==> src/rtl/lcs_pkg.sv <==
package lcs_pkg;

  typedef enum logic [1:0] {
    SLOT_IDLE = 2'd0,
    SLOT_LEAD = 2'd1,
    SLOT_DATA = 2'd2,
    SLOT_TAIL = 2'd3
  } slot_kind_e;

  typedef struct packed {
    logic [2:0] div_code;
    logic       sync_inv;
    logic       clk_normal;
    logic       sync_early;
    logic [1:0] tag_ctl;
  } fmt_cfg_t;

  // log2 of the slot length in processing clock cycles
  function automatic logic [2:0] slot_log2(input logic [2:0] code);
    logic [2:0] r;
    case (code)
      3'b000:  r = 3'd4;
      3'b001:  r = 3'd3;
      3'b010:  r = 3'd2;
      3'b011:  r = 3'd1;
      default: r = 3'd0;
    endcase
    return r;
  endfunction

endpackage

==> src/rtl/lcs_cfg_reg.sv <==
module lcs_cfg_reg
  import lcs_pkg::*;
#(
  parameter int LINK_W    = 3,
  parameter int NUM_TYPES = 7
) (
  input  logic                          clk,
  input  logic                          rst,
  input  fmt_cfg_t                      fmt_in,
  input  logic [NUM_TYPES*LINK_W-1:0]   link_in,
  input  logic [LINK_W-1:0]             first_in,
  output fmt_cfg_t                      fmt_q,
  output logic [NUM_TYPES*LINK_W-1:0]   link_q,
  output logic [LINK_W-1:0]             first_q
);

  always_ff @(posedge clk) begin
    if (rst) begin
      fmt_q   <= '0;
      link_q  <= '1;
      first_q <= '1;
    end else begin
      fmt_q   <= fmt_in;
      link_q  <= link_in;
      first_q <= first_in;
    end
  end

endmodule

==> src/rtl/lcs_bit_timer.sv <==
module lcs_bit_timer #(
  parameter int CNT_W = 4
) (
  input  logic             clk,
  input  logic             rst,
  input  logic             busy_d,
  input  logic             busy_q,
  input  logic [2:0]       rlog2,
  output logic             slot_end,
  output logic [CNT_W-1:0] cnt_d,
  output logic [CNT_W-1:0] cnt_q
);

  localparam int LIM_W = CNT_W + 1;

  logic [LIM_W-1:0] last_cnt;

  assign last_cnt = (LIM_W'(1) << rlog2) - LIM_W'(1);
  assign slot_end = busy_q && ({1'b0, cnt_q} == last_cnt);

  always_comb begin
    if (!busy_d || !busy_q || slot_end) cnt_d = '0;
    else                                 cnt_d = cnt_q + CNT_W'(1);
  end

  always_ff @(posedge clk) begin
    if (rst) cnt_q <= '0;
    else     cnt_q <= cnt_d;
  end

endmodule

==> src/rtl/lcs_sclk_gen.sv <==
module lcs_sclk_gen #(
  parameter int CNT_W = 4
) (
  input  logic             clk,
  input  logic             rst,
  input  logic             busy_d,
  input  logic             busy_q,
  input  logic [CNT_W-1:0] cnt_d,
  input  logic [CNT_W-1:0] cnt_q,
  input  logic [2:0]       rlog2,
  input  logic             clk_normal,
  output logic             sclk
);

  localparam int LIM_W = CNT_W + 1;

  logic [LIM_W-1:0] half;
  logic             rest_lvl;
  logic             full_rate;
  logic             sclk_q;

  assign half      = (LIM_W'(1) << rlog2) >> 1;
  assign rest_lvl  = ~clk_normal;
  assign full_rate = (rlog2 == 3'd0);

  always_ff @(posedge clk) begin
    if (rst)
      sclk_q <= 1'b1;
    else if (busy_d && !full_rate)
      sclk_q <= ({1'b0, cnt_d} < half) ? rest_lvl : ~rest_lvl;
    else
      sclk_q <= rest_lvl;
  end

  // full rate: gated processing clock, first half of each cycle at rest level
  assign sclk = (full_rate && busy_q) ? (clk_normal ? ~clk : clk) : sclk_q;

  // the clock only returns to its resting level at a slot boundary
  p_sclk_rest_at_boundary_r5: assert property (@(posedge clk) disable iff (rst)
    (rlog2 != 3'd0) && busy_q && $past(busy_q) && $stable(rlog2) &&
    $stable(clk_normal) && !$stable(sclk_q) && (sclk_q == rest_lvl)
    |-> (cnt_q == '0));

endmodule

==> src/rtl/lcs_word_select.sv <==
module lcs_word_select #(
  parameter int WORD_W    = 16,
  parameter int NUM_TYPES = 7,
  parameter int LINK_W    = 3
) (
  input  logic [NUM_TYPES*WORD_W-1:0] words,
  input  logic [LINK_W-1:0]           code,
  input  logic [1:0]                  tag_ctl,
  output logic [WORD_W-1:0]           word
);

  logic [WORD_W-1:0] slot_word [NUM_TYPES];

  for (genvar t = 0; t < NUM_TYPES; t++) begin : g_slice
    assign slot_word[t] = words[t*WORD_W +: WORD_W];
  end

  always_comb begin
    word = '0;
    for (int t = 0; t < NUM_TYPES; t++) begin
      if (code == LINK_W'(t)) word = slot_word[t];
    end
    // in-phase words (code 0) may carry a forced LSB
    if (code == '0) begin
      if (tag_ctl[1])      word[0] = 1'b1;
      else if (tag_ctl[0]) word[0] = 1'b0;
    end
  end

endmodule

==> src/rtl/lcs_frame_seq.sv <==
module lcs_frame_seq
  import lcs_pkg::*;
#(
  parameter int WORD_W    = 16,
  parameter int NUM_TYPES = 7,
  parameter int LINK_W    = 3,
  parameter int MAX_WORDS = 7
) (
  input  logic                        clk,
  input  logic                        rst,
  input  logic                        start,
  input  logic                        slot_end,
  input  logic                        sync_early,
  input  logic                        sync_inv,
  input  logic [LINK_W-1:0]           first_code,
  input  logic [NUM_TYPES*LINK_W-1:0] link_cfg,
  input  logic [WORD_W-1:0]           load_word,
  output logic [LINK_W-1:0]           load_code,
  output logic                        busy_d,
  output logic                        busy_q,
  output logic                        sdata,
  output logic                        ssync
);

  localparam int                BIT_W    = $clog2(WORD_W);
  localparam int                WC_W     = $clog2(MAX_WORDS + 1);
  localparam logic [LINK_W-1:0] END_CODE = '1;

  slot_kind_e        kind_q, kind_d;
  logic [BIT_W-1:0]  bit_q, bit_d;
  logic [LINK_W-1:0] code_q, code_d;
  logic [WC_W-1:0]   wcnt_q, wcnt_d;
  logic [WORD_W-1:0] shreg_q, shreg_d;
  logic              sdata_q, sdata_d;
  logic              act_q, act_d;
  logic              ssync_q;
  logic [LINK_W-1:0] link_next;
  logic              has_more;
  logic              start_ok;
  logic              last_bit;
  logic              prelast_bit;

  assign link_next   = link_cfg[code_q*LINK_W +: LINK_W];
  assign has_more    = (link_next != END_CODE) && (wcnt_q < WC_W'(MAX_WORDS));
  assign start_ok    = start && (kind_q == SLOT_IDLE) && (first_code != END_CODE);
  assign last_bit    = (bit_q == BIT_W'(WORD_W - 1));
  assign prelast_bit = (bit_q == BIT_W'(WORD_W - 2));

  always_comb begin
    case (kind_q)
      SLOT_IDLE: load_code = first_code;
      SLOT_LEAD: load_code = code_q;
      default:   load_code = link_next;
    endcase
  end

  always_comb begin
    kind_d  = kind_q;
    bit_d   = bit_q;
    code_d  = code_q;
    wcnt_d  = wcnt_q;
    shreg_d = shreg_q;
    sdata_d = sdata_q;
    act_d   = act_q;
    busy_d  = busy_q;
    case (kind_q)
      SLOT_IDLE: begin
        act_d   = 1'b0;
        sdata_d = 1'b0;
        busy_d  = 1'b0;
        if (start_ok) begin
          busy_d = 1'b1;
          code_d = first_code;
          wcnt_d = WC_W'(1);
          if (sync_early) begin
            kind_d = SLOT_LEAD;
            act_d  = 1'b1;
          end else begin
            kind_d  = SLOT_DATA;
            bit_d   = '0;
            sdata_d = load_word[WORD_W-1];
            shreg_d = load_word << 1;
          end
        end
      end
      SLOT_LEAD: begin
        if (slot_end) begin
          kind_d  = SLOT_DATA;
          bit_d   = '0;
          sdata_d = load_word[WORD_W-1];
          shreg_d = load_word << 1;
          act_d   = 1'b0;
        end
      end
      SLOT_DATA: begin
        if (slot_end) begin
          if (!last_bit) begin
            bit_d   = bit_q + BIT_W'(1);
            sdata_d = shreg_q[WORD_W-1];
            shreg_d = shreg_q << 1;
            act_d   = sync_early && prelast_bit && has_more;
          end else if (has_more) begin
            code_d  = link_next;
            wcnt_d  = wcnt_q + WC_W'(1);
            bit_d   = '0;
            sdata_d = load_word[WORD_W-1];
            shreg_d = load_word << 1;
            act_d   = !sync_early;
          end else if (!sync_early) begin
            kind_d  = SLOT_TAIL;
            sdata_d = 1'b0;
            act_d   = 1'b1;
          end else begin
            kind_d  = SLOT_IDLE;
            sdata_d = 1'b0;
            act_d   = 1'b0;
            busy_d  = 1'b0;
          end
        end
      end
      default: begin
        if (slot_end) begin
          kind_d  = SLOT_IDLE;
          sdata_d = 1'b0;
          act_d   = 1'b0;
          busy_d  = 1'b0;
        end
      end
    endcase
  end

  always_ff @(posedge clk) begin
    if (rst) begin
      kind_q  <= SLOT_IDLE;
      bit_q   <= '0;
      code_q  <= '0;
      wcnt_q  <= '0;
      shreg_q <= '0;
      sdata_q <= 1'b0;
      act_q   <= 1'b0;
      ssync_q <= 1'b0;
      busy_q  <= 1'b0;
    end else begin
      kind_q  <= kind_d;
      bit_q   <= bit_d;
      code_q  <= code_d;
      wcnt_q  <= wcnt_d;
      shreg_q <= shreg_d;
      sdata_q <= sdata_d;
      act_q   <= act_d;
      ssync_q <= act_d ^ sync_inv;
      busy_q  <= busy_d;
    end
  end

  assign sdata = sdata_q;
  assign ssync = ssync_q;

  // a frame begins only after an accepted start
  p_start_accept_r1: assert property (@(posedge clk) disable iff (rst)
    $rose(busy_q) |-> ($past(start) && ($past(first_code) != END_CODE)));

  // the word count never passes the cap
  p_word_cap_r2: assert property (@(posedge clk) disable iff (rst)
    busy_q |-> ((wcnt_q >= WC_W'(1)) && (wcnt_q <= WC_W'(MAX_WORDS))));

  // the data line only moves at slot boundaries
  p_data_hold_r3: assert property (@(posedge clk) disable iff (rst)
    (busy_q && $past(busy_q) && !$past(slot_end)) |-> $stable(sdata_q));

  // a sync pulse lasts exactly one slot
  p_sync_one_slot_r7: assert property (@(posedge clk) disable iff (rst)
    (act_q && slot_end) |=> !act_q);

  // the trailing slot carries sync with the data line low
  p_tail_sync_r8: assert property (@(posedge clk) disable iff (rst)
    (kind_q == SLOT_TAIL) |-> (act_q && !sdata_q));

  // data line low whenever no data bit is on it
  p_gap_low_r10: assert property (@(posedge clk) disable iff (rst)
    (kind_q != SLOT_DATA) |-> !sdata_q);

endmodule

==> src/rtl/lcs_serial_tx.sv <==
module lcs_serial_tx
  import lcs_pkg::*;
#(
  parameter int WORD_W    = 16,
  parameter int NUM_TYPES = 7,
  parameter int LINK_W    = 3,
  parameter int MAX_WORDS = 7,
  parameter int CNT_W     = 4
) (
  input  logic                        clk,
  input  logic                        rst,
  input  logic                        start,
  input  logic [LINK_W-1:0]           first_code,
  input  logic [NUM_TYPES*LINK_W-1:0] link_cfg,
  input  logic [2:0]                  div_code,
  input  logic                        sync_inv,
  input  logic                        clk_normal,
  input  logic                        sync_early,
  input  logic [1:0]                  tag_ctl,
  input  logic [NUM_TYPES*WORD_W-1:0] words,
  output logic                        sclk,
  output logic                        sdata,
  output logic                        ssync,
  output logic                        busy
);

  fmt_cfg_t                      fmt_in, fmt_q;
  logic [NUM_TYPES*LINK_W-1:0]   link_q;
  logic [LINK_W-1:0]             first_q;
  logic [LINK_W-1:0]             load_code;
  logic [WORD_W-1:0]             load_word;
  logic                          busy_d, busy_q;
  logic                          slot_end;
  logic [CNT_W-1:0]              cnt_d, cnt_q;
  logic [2:0]                    rlog2;

  assign fmt_in = '{div_code:   div_code,
                    sync_inv:   sync_inv,
                    clk_normal: clk_normal,
                    sync_early: sync_early,
                    tag_ctl:    tag_ctl};

  assign rlog2 = slot_log2(fmt_q.div_code);

  lcs_cfg_reg #(.LINK_W(LINK_W), .NUM_TYPES(NUM_TYPES)) u_cfg (
    .clk(clk), .rst(rst), .fmt_in(fmt_in), .link_in(link_cfg), .first_in(first_code),
    .fmt_q(fmt_q), .link_q(link_q), .first_q(first_q)
  );

  lcs_word_select #(.WORD_W(WORD_W), .NUM_TYPES(NUM_TYPES), .LINK_W(LINK_W)) u_sel (
    .words(words), .code(load_code), .tag_ctl(fmt_q.tag_ctl), .word(load_word)
  );

  lcs_frame_seq #(.WORD_W(WORD_W), .NUM_TYPES(NUM_TYPES), .LINK_W(LINK_W),
                  .MAX_WORDS(MAX_WORDS)) u_seq (
    .clk(clk), .rst(rst), .start(start), .slot_end(slot_end),
    .sync_early(fmt_q.sync_early), .sync_inv(fmt_q.sync_inv),
    .first_code(first_q), .link_cfg(link_q), .load_word(load_word),
    .load_code(load_code), .busy_d(busy_d), .busy_q(busy_q),
    .sdata(sdata), .ssync(ssync)
  );

  lcs_bit_timer #(.CNT_W(CNT_W)) u_timer (
    .clk(clk), .rst(rst), .busy_d(busy_d), .busy_q(busy_q), .rlog2(rlog2),
    .slot_end(slot_end), .cnt_d(cnt_d), .cnt_q(cnt_q)
  );

  lcs_sclk_gen #(.CNT_W(CNT_W)) u_sclk (
    .clk(clk), .rst(rst), .busy_d(busy_d), .busy_q(busy_q), .cnt_d(cnt_d),
    .cnt_q(cnt_q), .rlog2(rlog2), .clk_normal(fmt_q.clk_normal), .sclk(sclk)
  );

  assign busy = busy_q;

endmodule

==> config.mk <==
export PLATFORM = sky130hd
export DESIGN_NAME = lcs_serial_tx
export DESIGN_NICKNAME = d
export VERILOG_FILES = /design/src/rtl/lcs_pkg.sv /design/src/rtl/lcs_cfg_reg.sv /design/src/rtl/lcs_bit_timer.sv /design/src/rtl/lcs_sclk_gen.sv /design/src/rtl/lcs_word_select.sv /design/src/rtl/lcs_frame_seq.sv /design/src/rtl/lcs_serial_tx.sv
export SDC_FILE = /design/constraint.sdc
export NUM_CORES = 1
export LEC_CHECK = 0
export CELL_PAD_IN_SITES_DETAIL_PLACEMENT = 0
export CELL_PAD_IN_SITES_GLOBAL_PLACEMENT = 1
export CORE_MARGIN = 2
export CORE_UTILIZATION = 34
export CTS_BUF_LIST = sky130_fd_sc_hd__clkbuf_2 sky130_fd_sc_hd__clkbuf_4 sky130_fd_sc_hd__clkbuf_8
export CTS_CLUSTER_SIZE = 25
export DETAILED_ROUTE_END_ITERATION = 8
export PLACE_DENSITY = 0.9
export SLEW_MARGIN = 30
export SYNTH_ARGS = -nofsm -noshare
export SYNTH_HDL_FRONTEND = slang
export SYNTH_SLANG_ARGS = --single-unit
export TNS_END_PERCENT = 100
==> constraint.sdc <==
create_clock -name clk -period 4.05 [get_ports clk]
set_clock_uncertainty 0.2 [all_clocks]
set_input_delay 1.0125 -clock clk [delete_from_list [all_inputs] [get_ports clk]]
set_output_delay 1.0125 -clock clk [all_outputs]
set_load 0.01 [all_outputs]
==> flow_summary_export.csv, run 1 <==
group,metric,value,unit
status,outcome,"completed",
logic_synthesis,syn_area_per_cell,9.21,um^2
routing,first_pass_iters,4,
final_layout,most-common-layout-cells,"149 x clkdlybuf4s50_1, 68 x dfxtp_1, 46 x mux2i_1",
die,coreArea,12000,um^2
global_routing,antenna_found_initial,0,
power_and_ir_drop,total_power,1.99,mW
die,ios,151,
final_layout,syn2layout_area_growth,42.8,%
timing,slew_headroom,40.6,%
critical_path,critical_path_required,2840,ps
critical_path,cp-end-kind,"output port",
final_layout,n_antenna_cell,0,
timing,rsz0062_at_grt,"false",
critical_path,cp_top_family,"buffers and inverters",
critical_path,crit_buf_inv,3,
global_routing,grt_pass1_vias,4029,
power_and_ir_drop,p_leak,2.31,nW
global_routing,grt_max_degree,46,
logic_synthesis,synth_flop_cell,"dfxtp_1",
logic_synthesis,synth_cell_types,63,
routing,detail-route-antenna-nets,0,
final_layout,postLayoutCoreUtil,49.5,%
placed_design,io_buffers,150,
placed_design,hpwl,9.25,mm
critical_path,path_max_fanout,2,
logic_synthesis,ys_seq_area_share,32.8,%
timing,tightest_slew,891,ps
placed_design,gp_congestion,0.855,
critical_path,critPathSlowestCell,"clkbuf_2",
die,die_w,114,um
logic_synthesis,ys_ff_latch,68,
job,max_cap_viol_count,0,
min_path,hold_path_class,"reg -> reg",
die,dieArea,13100,um^2
routing,drt-initial-drc-count,210,
routing,drc,0,
logic_synthesis,synth-edff-count,0,
routing,viasPerCell,5.35,
logic_synthesis,async_flop_share,0,%
global_routing,grt-ovfl-total,0,
timing,timing.setup.tns,0,ps
logic_synthesis,synth_warnings,0,
critical_path,crit_path_start_kind,"clock port",
critical_path,crit_top_cell,"clkbuf_8",
logic_synthesis,synthesis.area,4150,um^2
global_routing,gr-usage-all-layers,18.6,%
critical_path,crit_type,"clk -> out",
logic_synthesis,synth_fp_nets,605,
logic_synthesis,synth_cells,450,
power_and_ir_drop,cellPowerDensity,336,nW/um^2
timing,timing.final.max_slew_violations,0,
timing,setup_violations,0,
routing,routedWlPerCell,16.4,um
clock_network,clk_latency,450,ps
final_layout,drive_gt1_share,14.9,%
final_layout,fin_nets,742,
global_routing,grt_pass1_wl,19.2,mm
die,fp-row-count,40,
routing,finalWirelength,12.1,mm
final_layout,final_common_cell,"clkdlybuf4s50_1",
critical_path,crit_arrival,2690,ps
power_and_ir_drop,ir_drop,138,uV
die,initial_core_util,34.7,%
clock_network,clk_pin_slew,70,ps
timing,hold_viol,0,
critical_path,critical_path.max_stage_delay,170,ps
clock_network,cts_tree,"done",
routing,vias,3952,
die,dieHeight,114,um
critical_path,path_cells,"clkbuf_8, clkbuf_8, xnor2_1, a31oi_1, clkbuf_2",
logic make-up after synthesis:
kind of cell / after synthesis / synth area share [%]
buffers and inverters: 47 / 6.10
xor gates and xnor gates: 9 / 1.90
adders and majority gates: 8 / 2.41
muxes: 63 / 16.7
and+or+nand+nor: 127 / 17.1
AOI/OAI and AO/OA: 128 / 23.0
DFF: 68 / 32.8
tightest hold or removal path: cells and delay by family (launching register included):
kind / cells / cell delay [ps]
compound gates: 1 / 50
flops: 1 / 340
simple gates: 1 / 70
where the power goes:
part / leakage [nW] / switching [mW] / total, mW / internal [mW]
registers: 0.561 / 0.0433 / 0.757 / 0.714
clock network: 0.118 / 0.278 / 0.587 / 0.309
logic: 1.63 / 0.291 / 0.647 / 0.355
total: 2.31 / 0.613 / 1.99 / 1.38
layer usage:
metal  GRT usage, %  share of wire, %  up-vias
met2           33.1                50      122
met5              0                 0        -
met3           5.29               7.1        9
li1               -                 -     1970
met4           6.75               1.1        0
met1           21.2                42     1851
per-stage QoR:
| step | cell area (um^2) | cells | hold WS, ps | setup slack, ps |
|---|---|---|---|---|
| 2_1_floorplan | 4150 | 450 | 261 | 421 |
| 3_3_place_gp | 5700 | 720 | 280 | 23.7 |
| 3_5_place_dp | 5700 | 720 | 289 | 23.5 |
| 4_1_cts | 5920 | 739 | 306 | 4.57 |
| 5_1_grt | 5920 | 739 | 343 | 44.4 |
| 6_report | 5920 | 739 | 309 | 149 |
synthesized netlist by cell type (3+ instances only):
master	n	area, um^2
a211oi_1	5	37.5
a21oi_1	24	120
a221o_1	14	140
a221oi_1	15	131
a22oi_1	16	120
a31oi_1	5	31.3
and3_1	3	18.8
buf_2	7	35.0
buf_4	4	30.0
buf_6	7	78.8
clkbuf_1	19	71.3
dfxtp_1	68	1360
ha_1	8	100
inv_1	9	33.8
mux2_2	8	90.1
mux2_4	8	120
mux2i_1	46	460
nand2_1	20	75.1
nand3_1	12	60.1
nand3b_1	3	22.5
nor2_1	19	71.3
nor2b_1	11	68.8
nor3_1	9	45.0
nor3b_1	3	22.5
o211ai_1	5	37.5
o21ai_0	21	105
or2_2	27	169
or3_1	3	18.8
xnor2_1	4	35.0
xor2_1	5	43.8
area by class of cell:
class	count	area [um^2]
clock buffer	15	185
multi-input combinational	335	2550
inverter	9	33.8
timing repair buffer	160	1570
tap	147	184
sequential	68	1360
fill	1129	6040
clock inverter	5	38.8
registers in the layout, indices dropped and copies added (netlist names):
register / count
u_cfg.first_q: 3
u_seq.code_q: 3
u_sclk.sclk_q: 1
u_seq.act_q: 1
u_seq.ssync: 1
u_cfg.fmt_q: 8
u_seq.bit_q: 4
u_seq.wcnt_q: 3
u_seq.kind_q: 2
u_seq.shreg_q: 15
u_timer.cnt_q: 4
u_cfg.link_q: 21
u_seq.busy_q: 1
u_seq.sdata: 1
what timing repair did:
action / CTS / global route
endpoints found under the setup margin: 1 / 1
buffers inserted: 0 / 0
resized for setup: 2 / 2
hold buffers: 0 / 0
worst paths after layout:
path	from	to	slack, ps	depth (start not counted)
worst max-delay path	clk	sclk	150	5
worst min-delay path	u_seq.bit_q[2]	u_seq.bit_q[2]	310	2
worst max register to register	u_cfg.fmt_q[7]	u_sclk.sclk_q	280	13
worst min register to register	u_seq.bit_q[2]	u_seq.bit_q[2]	310	2
(Power assumes the default switching activity.)
==> run 2, diff against run 1 <==
ABC_AREA = 0   (was default)
PLACE_DENSITY = 0.89   (was 0.9)
==> run 2 against run 1 <==
Against the previous run:
- utilization did not move
- sequential power barely moved
- power rose by 1.1%
- critical endpoint unchanged
- largest cell class unchanged
==> flow_summary_export.csv, run 2 (synthesis results as in run 1) <==
group,metric,value,unit
global_routing,antenna_found_initial,0,
timing,slew_headroom,41.6,%
placed_design,io_buffers,150,
die,ios,151,
power_and_ir_drop,cellPowerDensity,340,nW/um^2
timing,fin_ws,103,ps
power_and_ir_drop,p_leak,2.29,nW
status,outcome,"completed",
final_layout,n_antenna_cell,0,
critical_path,crit_path_start_kind,"clock port",
final_layout,top_regs,"u_cfg.link_q: 21 flops, u_seq.shreg_q: 15 flops, u_cfg.fmt_q: 8 flops",
final_layout,syn2layout_area_growth,42.8,%
clock_network,cts-hold-fix-buffers,0,
die,coreArea,12000,um^2
routing,vias,3988,
min_path,hold_path_class,"reg -> reg",
die,dieArea,13100,um^2
global_routing,grt-ovfl-total,0,
routing,detail-route-antenna-nets,0,
die,dieHeight,114,um
global_routing,grt_pass1_wl,19.3,mm
timing,timing.final.max_slew_violations,0,
critical_path,crit_type,"clk -> out",
clock_network,clk_latency,460,ps
timing,rsz0062_at_grt,"false",
final_layout,fin_nets,740,
critical_path,path_max_fanout,2,
routing,finalWirelength,12.3,mm
routing,first_pass_iters,5,
clock_network,clk_pin_slew,80,ps
global_routing,gr-usage-all-layers,18.9,%
final_layout,regMostFlops,"u_cfg.link_q",
timing,setup_violations,0,
final_layout,largest_reg_flops,21,
timing,hold_viol,0,
die,initial_core_util,34.7,%
critical_path,critical_path_required,2840,ps
timing,timing.setup.tns,0,ps
final_layout,final_common_cell,"clkdlybuf4s50_1",
routing,drc,0,
placed_design,hpwl,9.45,mm
final_layout,fill_cells,1158,
routing,routedWlPerCell,16.7,um
global_routing,grt_max_degree,44,
timing,tightest_slew,876,ps
routing,drt-initial-drc-count,241,
critical_path,crit_arrival,2730,ps
critical_path,r2r_setup_slack,290,ps
die,die_w,114,um
power_and_ir_drop,ir_drop,162,uV
final_layout,most-common-layout-cells,"149 x clkdlybuf4s50_1, 68 x dfxtp_1, 46 x mux2i_1",
clock_network,cts_tree,"done",
job,max_cap_viol_count,0,
placed_design,place_ws,24.4,ps
die,fp-row-count,40,
critical_path,cp-end-kind,"output port",
final_layout,drive_gt1_share,14.6,%
global_routing,grt_pass1_vias,3964,
placed_design,gp_congestion,0.843,
routing,viasPerCell,5.41,
-- run 2: cell types whose count changed in the layout (fill, tap and decap cells not counted), moves of 2 or more --
cell        previous run  this run
buf_4                 11         8
clkinv_4               3         1
clkinvlp_4             1         4
clkbuf_4               2         0
-- run 2: final timing paths --
check                                    start        endpoint  depth (start not counted)
worst max-delay path                       clk            sclk                          5
worst min-delay path            u_seq.bit_q[3]  u_seq.bit_q[3]                          2
worst max register to register  u_cfg.fmt_q[7]   u_sclk.sclk_q                         13
worst min register to register  u_seq.bit_q[3]  u_seq.bit_q[3]                          2
-- run 2: repair_timing --
item | in CTS | in global routing
setup buffers | 0 | 0
resized for setup | 4 | 0
pin swaps | 1 | 1
setup endpoints to repair | 1 | 1
-- run 2: power by group --
part / switching, mW / internal [mW]
clock network: 0.292 / 0.313
logic: 0.294 / 0.357
registers: 0.0440 / 0.714
total: 0.630 / 1.38
-- run 2: cell type report --
type | instances | area, um^2 | area share [%]
inverter | 9 | 33.8 | 0.570
clock inverter | 6 | 47.5 | 0.803
multi-input combinational | 335 | 2540 | 42.9
clock buffer | 14 | 184 | 3.11
timing repair buffer | 158 | 1570 | 26.5
tap | 147 | 184 | 3.11
sequential | 68 | 1360 | 23.0
-- run 2: metrics by stage --
| stage | cells | power, mW | hold WS, ps | util, % | cell area [um^2] |
|---|---|---|---|---|---|
| global route | 737 | 2.12 | 325 | 49.5 | 5920 |
| global placement | 718 | 1.42 | 281 | 47.7 | 5700 |
| floorplan | 450 | 1.19 | 261 | - | 4150 |
| finish | 737 | 2.01 | 303 | 49.5 | 5920 |
| detailed placement | 718 | 1.44 | 282 | 47.7 | 5700 |
| CTS | 737 | 2.04 | 301 | 49.5 | 5920 |
-- run 2: worst max-delay path, stage by stage --
cell and delay (ps):
clkbuf_8 110, clkbuf_8 120, xnor2_1 110, a31oi_1 210, buf_2 170
-- run 2: routing by layer --
metal	global-route usage [%]	vias to the layer above	routed length (um)
met1	21.1	1838	5070
met4	6.34	0	151
met3	5.88	13	1060
met2	33.8	173	6050
met5	0	-	0
li1	-	1964	-
==> run 3, diff against run 2 <==
CORE_ASPECT_RATIO = 0.7   (was default)
==> run 3 against run 2 <==
Against the previous run:
- hold slack worse by 0.71 ps
- register-to-register slack about the same
- setup slack better by 48 ps
- critical endpoint unchanged
- largest power group unchanged
==> flow_summary_export.csv, run 3 (synthesis results as in run 1) <==
group,metric,value,unit
timing,slew_headroom,32.1,%
die,die_w,136,um
power_and_ir_drop,p_seq_share,35.7,%
global_routing,grt_max_degree,43,
global_routing,grt_pass1_vias,4120,
placed_design,place_area,5720,um^2
status,outcome,"completed",
die,dieArea,13100,um^2
die,coreArea,11800,um^2
final_layout,top_regs,"u_cfg.link_q: 21 flops, u_seq.shreg_q: 15 flops, u_cfg.fmt_q: 8 flops",
power_and_ir_drop,p_leak,2.33,nW
clock_network,clk_latency,460,ps
power_and_ir_drop,comb_power_share,30.8,%
power_and_ir_drop,p_sw,638,uW
critical_path,path_max_fanout,2,
die,dieHeight,96.4,um
final_layout,fin_nets,741,
power_and_ir_drop,ir_drop,207,uV
routing,finalWirelength,12.7,mm
die,initial_core_util,35.1,%
final_layout,regMostFlops,"u_cfg.link_q",
routing,route.met3.wl,797,um
power_and_ir_drop,clkPwrFrac,33.5,%
routing,first_pass_iters,5,
global_routing,antenna_found_initial,0,
power_and_ir_drop,intPower,1.49,mW
routing,routedWlPerCell,17.0,um
power_and_ir_drop,cellPowerDensity,356,nW/um^2
global_routing,gr-usage-all-layers,20.6,%
critical_path,cp-end-kind,"output port",
final_layout,n_antenna_cell,0,
routing,drc,0,
timing,hold_viol,0,
timing,setup_violations,0,
routing,wl_met1,6.02,mm
critical_path,crit_type,"clk -> out",
final_layout,fin_area,5990,um^2
timing,tightest_slew,1020,ps
critical_path,critical_path.max_stage_delay,170,ps
critical_path,path_cells,"clkbuf_8, clkbuf_8, xnor2_1, a31oi_1, clkbuf_2",
global_routing,grt_pass1_wl,20.8,mm
routing,viasPerCell,5.42,
routing,drt-initial-drc-count,285,
min_path,hp-start,"u_cfg.first_q[2]",
critical_path,crit_path_start_kind,"clock port",
critical_path,regToRegStartpoint,"u_cfg.fmt_q[5]",
clock_network,cts_tree,"done",
placed_design,gp_congestion,0.820,
timing,timing.setup.tns,0,ps
routing,detail-route-antenna-nets,0,
critical_path,critical_path_required,2840,ps
global_routing,grt-ovfl-total,0,
final_layout,drive_gt1_share,14.9,%
die,fp-row-count,33,
critical_path,crit_arrival,2690,ps
critical_path,critPathSlowestCell,"a31oi_1",
critical_path,crit_start,"clk",
final_layout,final_common_cell,"clkdlybuf4s50_1",
placed_design,hpwl,9.74,mm
clock_network,clk_pin_slew,70,ps
placed_design,io_buffers,150,
routing,highest_layer,"met4",
routing,wl_met2,5.76,mm
timing,timing.final.max_slew_violations,0,
power_and_ir_drop,p_sw_share,30.0,%
die,ios,151,
final_layout,most-common-layout-cells,"149 x clkdlybuf4s50_1, 67 x dfxtp_1, 46 x mux2i_1",
final_layout,syn2layout_area_growth,44.4,%
min_path,hold_path_class,"reg -> reg",
timing,rsz0062_at_grt,"false",
job,max_cap_viol_count,0,
critical_path,crit_top_cell,"clkbuf_8",
routing,vias,4057,
final_layout,largest_reg_flops,21,
==> run 3: changes by cell type in the layout (fill, tap and decap cells not counted), sizes merged <==
cell,delta
inv,+1
bufinv,+2
clkinvlp,-3
clkinv,+1
==> run 3: path summary, 6_finish.rpt <==
check / endpoint / slack (ps) / cells past startpoint
worst min-delay path: u_seq.code_q[2] / 300 / 2
worst max register to register: u_sclk.sclk_q / 290 / 13
worst max-delay path: sclk / 150 / 5
worst min register to register: u_seq.code_q[2] / 300 / 2
==> run 3: per-layer routing <==
metal,track usage (%),vias up
met2,32.6,147
met3,5.48,12
met1,27.7,1933
li1,-,1965
met4,6.25,0
met5,0,-
==> run 3: area by class of cell <==
cell class                      instances  area [um^2]
Tap cell                              157          196
Clock buffer                           13          170
Multi-Input combinational cell        335         2550
Sequential cell                        68         1360
Fill cell                            1116         5820
Inverter                                9         33.8
Timing Repair Buffer                  159         1580
Clock inverter                          7         98.8
==> run 3: worst max-delay path: cells and delay by family <==
kind / cells / cell delay [ps]
buf+inv: 3 / 380
compound gates: 1 / 170
xor+xnor: 1 / 110
==> run 3: per-stage QoR <==
step / setup WS [ps] / instances / utilization, % / power, mW / hold WS [ps]
detailed placement: 23.7 / 729 / 48.5 / 1.43 / 290
global placement: 23.4 / 729 / 48.5 / 1.42 / 273
floorplan: 421 / 450 / - / 1.19 / 261
global route: 84.2 / 748 / 50.7 / 2.25 / 338
CTS: 12.6 / 748 / 50.7 / 2.14 / 302
finish: 151 / 748 / 50.7 / 2.13 / 302
==> run 3: repair_timing <==
action | CTS | global route
resized for setup | 1 | 3
endpoints found under the setup margin | 1 | 2
setup buffers | 0 | 0
hold buffers | 0 | 0
==> run 3: power groups by stage <==
stage,registers (mW),logic (mW),clock network (mW)
6_report,0.760,0.656,0.714
3_5_place_dp,0.773,0.648,0.0128
5_1_grt,0.766,0.712,0.773
3_3_place_gp,0.771,0.640,0.0128
4_1_cts,0.758,0.652,0.728
2_1_floorplan,0.747,0.437,0.0106
